## config.mk

```make
export PLATFORM = sky130hd
export DESIGN_NAME = gpio_port
export DESIGN_NICKNAME = d
export VERILOG_FILES = /design/src/rtl/gpio_port_pkg.sv /design/src/rtl/gpio_port_sync.sv /design/src/rtl/gpio_port_detect.sv /design/src/rtl/gpio_port_regs.sv /design/src/rtl/gpio_port.sv
export SDC_FILE = /design/constraint.sdc
export NUM_CORES = 1
export LEC_CHECK = 0
export ABC_AREA = 0
export BUFFER_PORTS_ARGS = -buffer_cell sky130_fd_sc_hd__buf_2
export CAP_MARGIN = 0
export CORE_MARGIN = 10
export CORE_UTILIZATION = 50
export CTS_CLUSTER_SIZE = 25
export DETAILED_ROUTE_END_ITERATION = 8
export PLACE_DENSITY_LB_ADDON = 0.3
export SLEW_MARGIN = 20
export SYNTH_ARGS = -nofsm -noshare
export SYNTH_HDL_FRONTEND = slang
export SYNTH_HIERARCHICAL = 1
export SYNTH_SLANG_ARGS = --single-unit
```

## constraint.sdc

```tcl
create_clock -name clk -period 14.8 [get_ports clk]
set_clock_uncertainty 0.1 [all_clocks]
set_input_delay 1.48 -clock clk [delete_from_list [all_inputs] [get_ports clk]]
set_output_delay 1.48 -clock clk [all_outputs]
set_load 0.05 [all_outputs]
```

## src/rtl/gpio_port_pkg.sv

```systemverilog
`timescale 1ns/1ps
package gpio_port_pkg;

  localparam int STYLE_W       = 3;
  localparam int PINS_PER_TREG = 8;
  localparam int TREG_BITS     = STYLE_W * PINS_PER_TREG;

  typedef logic [STYLE_W-1:0] style_t;

  localparam style_t STY_HIGH = 3'd0;
  localparam style_t STY_LOW  = 3'd1;
  localparam style_t STY_RISE = 3'd2;
  localparam style_t STY_FALL = 3'd3;
  localparam style_t STY_ANY  = 3'd4;

  localparam logic [5:0] OFS_DOUT = 6'h00;
  localparam logic [5:0] OFS_DOE  = 6'h04;
  localparam logic [5:0] OFS_DIN  = 6'h08;
  localparam logic [5:0] OFS_STAT = 6'h0C;
  localparam logic [5:0] OFS_TYP0 = 6'h10;
  localparam logic [5:0] OFS_TYP1 = 6'h14;

endpackage

```

## src/rtl/gpio_port_sync.sv

```systemverilog
`timescale 1ns/1ps
module gpio_port_sync #(
  parameter int NPINS = 16
) (
  input  logic             clk,
  input  logic             rst_n,
  input  logic [NPINS-1:0] pin_in,
  output logic [NPINS-1:0] lvl,
  output logic [NPINS-1:0] lvl_d
);

  logic [NPINS-1:0] meta_q;
  logic [NPINS-1:0] lvl_q;
  logic [NPINS-1:0] prev_q;

  always_ff @(posedge clk or negedge rst_n) begin
    if (!rst_n) begin
      meta_q <= '0;
      lvl_q  <= '0;
      prev_q <= '0;
    end else begin
      meta_q <= pin_in;
      lvl_q  <= meta_q;
      prev_q <= lvl_q;
    end
  end

  assign lvl   = lvl_q;
  assign lvl_d = prev_q;

endmodule

```

## src/rtl/gpio_port_detect.sv

```systemverilog
`timescale 1ns/1ps
module gpio_port_detect
  import gpio_port_pkg::*;
#(
  parameter int NPINS = 16
) (
  input  logic [NPINS-1:0]         lvl,
  input  logic [NPINS-1:0]         lvl_d,
  input  logic [NPINS*STYLE_W-1:0] styles,
  output logic [NPINS-1:0]         lvl_evt,
  output logic [NPINS-1:0]         edg_evt
);

  for (genvar i = 0; i < NPINS; i++) begin : g_pin
    style_t sty;
    logic   l_e;
    logic   e_e;

    assign sty = styles[i*STYLE_W +: STYLE_W];

    always_comb begin
      l_e = 1'b0;
      e_e = 1'b0;
      case (sty)
        STY_HIGH: l_e = lvl[i];
        STY_LOW:  l_e = ~lvl[i];
        STY_RISE: e_e = lvl[i] & ~lvl_d[i];
        STY_FALL: e_e = ~lvl[i] & lvl_d[i];
        STY_ANY:  e_e = lvl[i] ^ lvl_d[i];
        default:  begin l_e = 1'b0; e_e = 1'b0; end
      endcase
    end

    assign lvl_evt[i] = l_e;
    assign edg_evt[i] = e_e;
  end

endmodule

```

## src/rtl/gpio_port_regs.sv

```systemverilog
`timescale 1ns/1ps
module gpio_port_regs
  import gpio_port_pkg::*;
#(
  parameter int NPINS = 16,
  parameter int AW    = 6,
  parameter int DW    = 32
) (
  input  logic                     clk,
  input  logic                     rst_n,
  input  logic                     bus_sel,
  input  logic                     bus_write,
  input  logic [AW-1:0]            bus_addr,
  input  logic [DW-1:0]            bus_wdata,
  output logic [DW-1:0]            bus_rdata,
  input  logic [NPINS-1:0]         pin_lvl,
  input  logic [NPINS-1:0]         lvl_evt,
  input  logic [NPINS-1:0]         edg_evt,
  output logic [NPINS-1:0]         dout,
  output logic [NPINS-1:0]         doe,
  output logic [NPINS-1:0]         status,
  output logic [NPINS*STYLE_W-1:0] styles
);

  localparam int PADW = DW - NPINS;
  localparam int TPAD = DW - TREG_BITS;

  logic wr, rd;
  logic hit_dout, hit_doe, hit_din, hit_stat, hit_typ0, hit_typ1;
  logic dout_en, doe_en, typ0_en, typ1_en, rd_en;

  logic [NPINS-1:0]     dout_q, dout_d;
  logic [NPINS-1:0]     doe_q, doe_d;
  logic [NPINS-1:0]     stat_q, stat_d;
  logic [NPINS-1:0]     clr;
  logic [TREG_BITS-1:0] typ0_q, typ0_d, typ1_q, typ1_d;
  logic [DW-1:0]        rdata_q, rdata_d;
  logic                 unused_wdata;

  assign unused_wdata = ^bus_wdata[DW-1:TREG_BITS];

  assign wr = bus_sel &  bus_write;
  assign rd = bus_sel & ~bus_write;

  assign hit_dout = (bus_addr == AW'(OFS_DOUT));
  assign hit_doe  = (bus_addr == AW'(OFS_DOE));
  assign hit_din  = (bus_addr == AW'(OFS_DIN));
  assign hit_stat = (bus_addr == AW'(OFS_STAT));
  assign hit_typ0 = (bus_addr == AW'(OFS_TYP0));
  assign hit_typ1 = (bus_addr == AW'(OFS_TYP1));

  assign dout_en = wr & hit_dout;
  assign doe_en  = wr & hit_doe;
  assign typ0_en = wr & hit_typ0;
  assign typ1_en = wr & hit_typ1;
  assign rd_en   = rd;

  // next-state logic
  always_comb begin
    dout_d = bus_wdata[NPINS-1:0];
    doe_d  = bus_wdata[NPINS-1:0];
    typ0_d = bus_wdata[TREG_BITS-1:0];
    typ1_d = bus_wdata[TREG_BITS-1:0];
    clr    = (wr & hit_stat) ? bus_wdata[NPINS-1:0] : '0;
    // clear beats a level condition this cycle; an edge always lands
    stat_d = (stat_q & ~clr) | edg_evt | (lvl_evt & ~clr);

    rdata_d = '0;
    if (hit_dout)      rdata_d = {{PADW{1'b0}}, dout_q};
    else if (hit_doe)  rdata_d = {{PADW{1'b0}}, doe_q};
    else if (hit_din)  rdata_d = {{PADW{1'b0}}, pin_lvl};
    else if (hit_stat) rdata_d = {{PADW{1'b0}}, stat_q};
    else if (hit_typ0) rdata_d = {{TPAD{1'b0}}, typ0_q};
    else if (hit_typ1) rdata_d = {{TPAD{1'b0}}, typ1_q};
  end

  // register process
  always_ff @(posedge clk or negedge rst_n) begin
    if (!rst_n) begin
      dout_q  <= '0;
      doe_q   <= '0;
      typ0_q  <= '0;
      typ1_q  <= '0;
      stat_q  <= '0;
      rdata_q <= '0;
    end else begin
      if (dout_en) dout_q  <= dout_d;
      if (doe_en)  doe_q   <= doe_d;
      if (typ0_en) typ0_q  <= typ0_d;
      if (typ1_en) typ1_q  <= typ1_d;
      if (rd_en)   rdata_q <= rdata_d;
      stat_q <= stat_d;
    end
  end

  for (genvar n = 0; n < NPINS; n++) begin : g_sty
    if (n < PINS_PER_TREG) begin : g_lo
      assign styles[n*STYLE_W +: STYLE_W] = typ0_q[n*STYLE_W +: STYLE_W];
    end else begin : g_hi
      assign styles[n*STYLE_W +: STYLE_W] =
        typ1_q[(n-PINS_PER_TREG)*STYLE_W +: STYLE_W];
    end
  end

  assign dout      = dout_q;
  assign doe       = doe_q;
  assign status    = stat_q;
  assign bus_rdata = rdata_q;

endmodule

```

## src/rtl/gpio_port.sv

```systemverilog
`timescale 1ns/1ps
module gpio_port
  import gpio_port_pkg::*;
#(
  parameter int NPINS = 16,
  parameter int AW    = 6,
  parameter int DW    = 32
) (
  input  logic             clk,
  input  logic             rst_n,
  input  logic             bus_sel,
  input  logic             bus_write,
  input  logic [AW-1:0]    bus_addr,
  input  logic [DW-1:0]    bus_wdata,
  output logic [DW-1:0]    bus_rdata,
  input  logic [NPINS-1:0] pin_in,
  output logic [NPINS-1:0] pin_out,
  output logic [NPINS-1:0] pin_oe,
  output logic             irq
);

  logic                     rst_s1_q, rst_s2_q;
  logic                     rst_int_n;
  logic [NPINS-1:0]         lvl, lvl_d, lvl_evt, edg_evt, status;
  logic [NPINS*STYLE_W-1:0] styles;

  // reset asserts at once, releases on the second clock edge
  always_ff @(posedge clk or negedge rst_n) begin
    if (!rst_n) begin
      rst_s1_q <= 1'b0;
      rst_s2_q <= 1'b0;
    end else begin
      rst_s1_q <= 1'b1;
      rst_s2_q <= rst_s1_q;
    end
  end
  assign rst_int_n = rst_s2_q;

  gpio_port_sync #(.NPINS(NPINS)) u_sync (
    .clk    (clk),
    .rst_n  (rst_int_n),
    .pin_in (pin_in),
    .lvl    (lvl),
    .lvl_d  (lvl_d)
  );

  gpio_port_detect #(.NPINS(NPINS)) u_detect (
    .lvl     (lvl),
    .lvl_d   (lvl_d),
    .styles  (styles),
    .lvl_evt (lvl_evt),
    .edg_evt (edg_evt)
  );

  gpio_port_regs #(.NPINS(NPINS), .AW(AW), .DW(DW)) u_regs (
    .clk       (clk),
    .rst_n     (rst_int_n),
    .bus_sel   (bus_sel),
    .bus_write (bus_write),
    .bus_addr  (bus_addr),
    .bus_wdata (bus_wdata),
    .bus_rdata (bus_rdata),
    .pin_lvl   (lvl),
    .lvl_evt   (lvl_evt),
    .edg_evt   (edg_evt),
    .dout      (pin_out),
    .doe       (pin_oe),
    .status    (status),
    .styles    (styles)
  );

  assign irq = |status;

endmodule

```

==> results.cfg <==
[global_routing]
grt_max_degree = 75
grt_pass1_vias = 6210
gr-total-overflow = 0
grt_pass1_wl_um = 34580
grt_antenna_before_repair = 0
grt.total_usage_pct = 20.21

[critical_path]
critPathCaptureType = register
cp_max_fo = 24
cpLargestDelayFamily = simple AND/OR/NAND/NOR gates
worstPathCellList = buf_2 > or4b_1 > nor3_4 > buf_4 > mux2_2
critical_path_buf_inv_count = 2
slowest_stage = nor3_4
cp_data_required_time_ns = 15.02
cpPeakStageDelay_ns = 0.69
crit_type = in2reg
cp-start-kind = primary input
critPathArrivalTime_ns = 3.94

[timing]
finalCriticalPeriod_ns = 3.719
setup_viol = 0
finalHoldViolations = 0
drv_slew = 0
fmax_mhz = 268.9
tightestPinTransition_ns = 1.039
fin_crit_sh_pct = 25.13
setup_tns_ns = 0
rsz0062_at_grt = no
max-slew-margin-rel_pct = 30.72

[floorplanning]
die_height_um = 148.2
chipWidth_um = 148.2
dieArea_um2 = 21960
ios = 123
rows = 46
core_um2 = 16000
start_util_pct = 51.36

[drt]
vias_per_cell = 5.835
ant_nets = 0
routed_wirelength_um = 21920
dr.pass1.iters = 5
drc = 0
drt_iter0_markers = 437
wl_per_cell_um = 21.61
vias = 5917

[synth]
async_flop_share_pct = 100.0
synth_area_leaders = dfrtp_1 52%, mux2_2 9.6%, ha_1 4.9%
synth_cell_types = 46
netlist_area_um2 = 8218
synth_common_cells = 170 x dfrtp_1, 70 x mux2_2, 45 x buf_4, 42 x inv_1, 36 x o21ai_0
synth-seq-cells = 170
avgSynthCellArea_um2 = 11.61
yosysTopAreaCell = dfrtp_1
seq_area_frac_synth_pct = 51.77
synth_ff_type = dfrtp_1
synth_most_common_cell = dfrtp_1
synth_top_area_share_pct = 51.77
synth_cells = 708
yosys_warnings = 6
synth_edf_count = 0

[placed_design]
portBuffers = 106
place_congestion = 0.9284
hpwl_um = 15010
post_dp_cell_area_um2 = 8700

[cells_and_area]
fin_nets = 875
fillCellCount = 1375
fin_area_um2 = 9274
seq_area_um2 = 4258
diodes = 0
multi_input_area_um2 = 3421
drive_gt1_share_pct = 29.45
syn_to_final_growth_pct = 12.85

[clock_network]
post_cts_buffers = 0
h-tree-depth = 4
clk_path_buf_depth = 2
insertion_delay_ns = 0.44
cts_made_buffers = 17
cts_tree = yes
hold_buffers = 0
clock-sinks = 170
clk_pin_slew_ns = 0.06
root_buffer = clkbuf_16
cts_resized = 0

[power]
p_leak_nw = 4.345
ir_drop_mv = 0.08230
p_per_area_nw_per_um2 = 117.7

[status]
outcome = finished clean

[run]
maxCapViolCount = 0

[worst_hold_path]
holdCritPathClass = reg2async
-- state kept, by name, indices dropped and copies added, names as in the netlist --
register and flops:
rst_int_n 1, u_regs/dout 16, u_sync/meta_q 16, u_regs/doe 16, rst_s1_q 1, u_regs/typ1_q 24
u_sync/lvl 16, u_sync/lvl_d 16, u_regs/status 16, u_regs/bus_rdata 24, u_regs/typ0_q 24
-- per-stage QoR --
step                      hold WS (ns)  util (%)  total power, mW  instances  setup WS [ns]
after floorplan                 0.2312         -           0.6389        715          9.612
after global placement          0.1216     54.37           0.6643        982          10.15
after detailed placement        0.1254     54.37           0.6712        982          10.16
after CTS                       0.1306     57.88            1.098       1014          10.63
after global routing            0.1450     57.96            1.133       1014          11.08
final                           0.1164     57.96            1.091       1014          11.08
-- final timing paths --
check	start	endpoint	slack (ns)	cells past startpoint
worst max register to register	u_sync/lvl[14]$_DFF_PN0_	u_regs/status[14]$_DFF_PN0_	13.03	5
worst max-delay path	bus_addr[2]	u_regs/typ1_q[21]$_DFFE_PN0P_	11.08	5
worst min register to register	rst_int_n$_DFF_PN0_	u_sync/lvl_d[4]$_DFF_PN0_	0.12	0
min in group clk	u_sync/meta_q[7]$_DFF_PN0_	u_sync/lvl[7]$_DFF_PN0_	0.25	0
max in group asynchronous	rst_int_n$_DFF_PN0_	u_regs/status[10]$_DFF_PN0_	13.25	1
worst min-delay path	rst_int_n$_DFF_PN0_	u_sync/lvl_d[4]$_DFF_PN0_	0.12	0
-- routing by layer --
layer / track usage, % / wire [um]
met4: 7.384 / 446
met1: 25.29 / 9117
met3: 6.948 / 2096
met2: 31.75 / 10260
met5: 0 / 0
-- logic make-up after synthesis --
kind of cell	count (synthesis)	synth area share (%)
flip-flops	170	51.77
AND/OR/NAND/NOR	158	11.31
AO/OA/AOI/OAI	127	10.08
buffers and inverters	107	7.262
multiplexers	96	12.91
adder cells (fa/ha/maj)	32	4.872
XOR/XNOR	16	1.705
other	2	0.09139
-- cell usage in the layout (no fill, tap or decap), drive strengths merged, types with 17 or more instances in the layout --
cell type | Yosys | final
nand2 | 28 | 28
a22oi | 21 | 21
or4b | 17 | 17
mux2 | 80 | 80
nor3 | 28 | 28
dfrtp | 170 | 170
inv | 42 | 46
buf | 55 | 116
o21ai | 36 | 36
nor2 | 29 | 29
a21oi | 19 | 19
clkbuf | 10 | 19
ha | 32 | 32
nand2b | 18 | 18
-- power breakdown --
group	leakage [nW]	switching [mW]	internal (mW)
Sequential	2.13	0.0316	0.493
Clock	0.272	0.191	0.237
Combinational	1.94	0.0921	0.0463
Total	4.35	0.314	0.777
-- final cells by class --
type	count	area share [%]
clock buffer	19	4.776
clock inverter	13	1.282
inverter	42	1.700
multi-input combinational	438	36.89
sequential	170	45.91
tap	216	2.914
timing repair buffer	116	6.530
(Power assumes the default switching activity.)
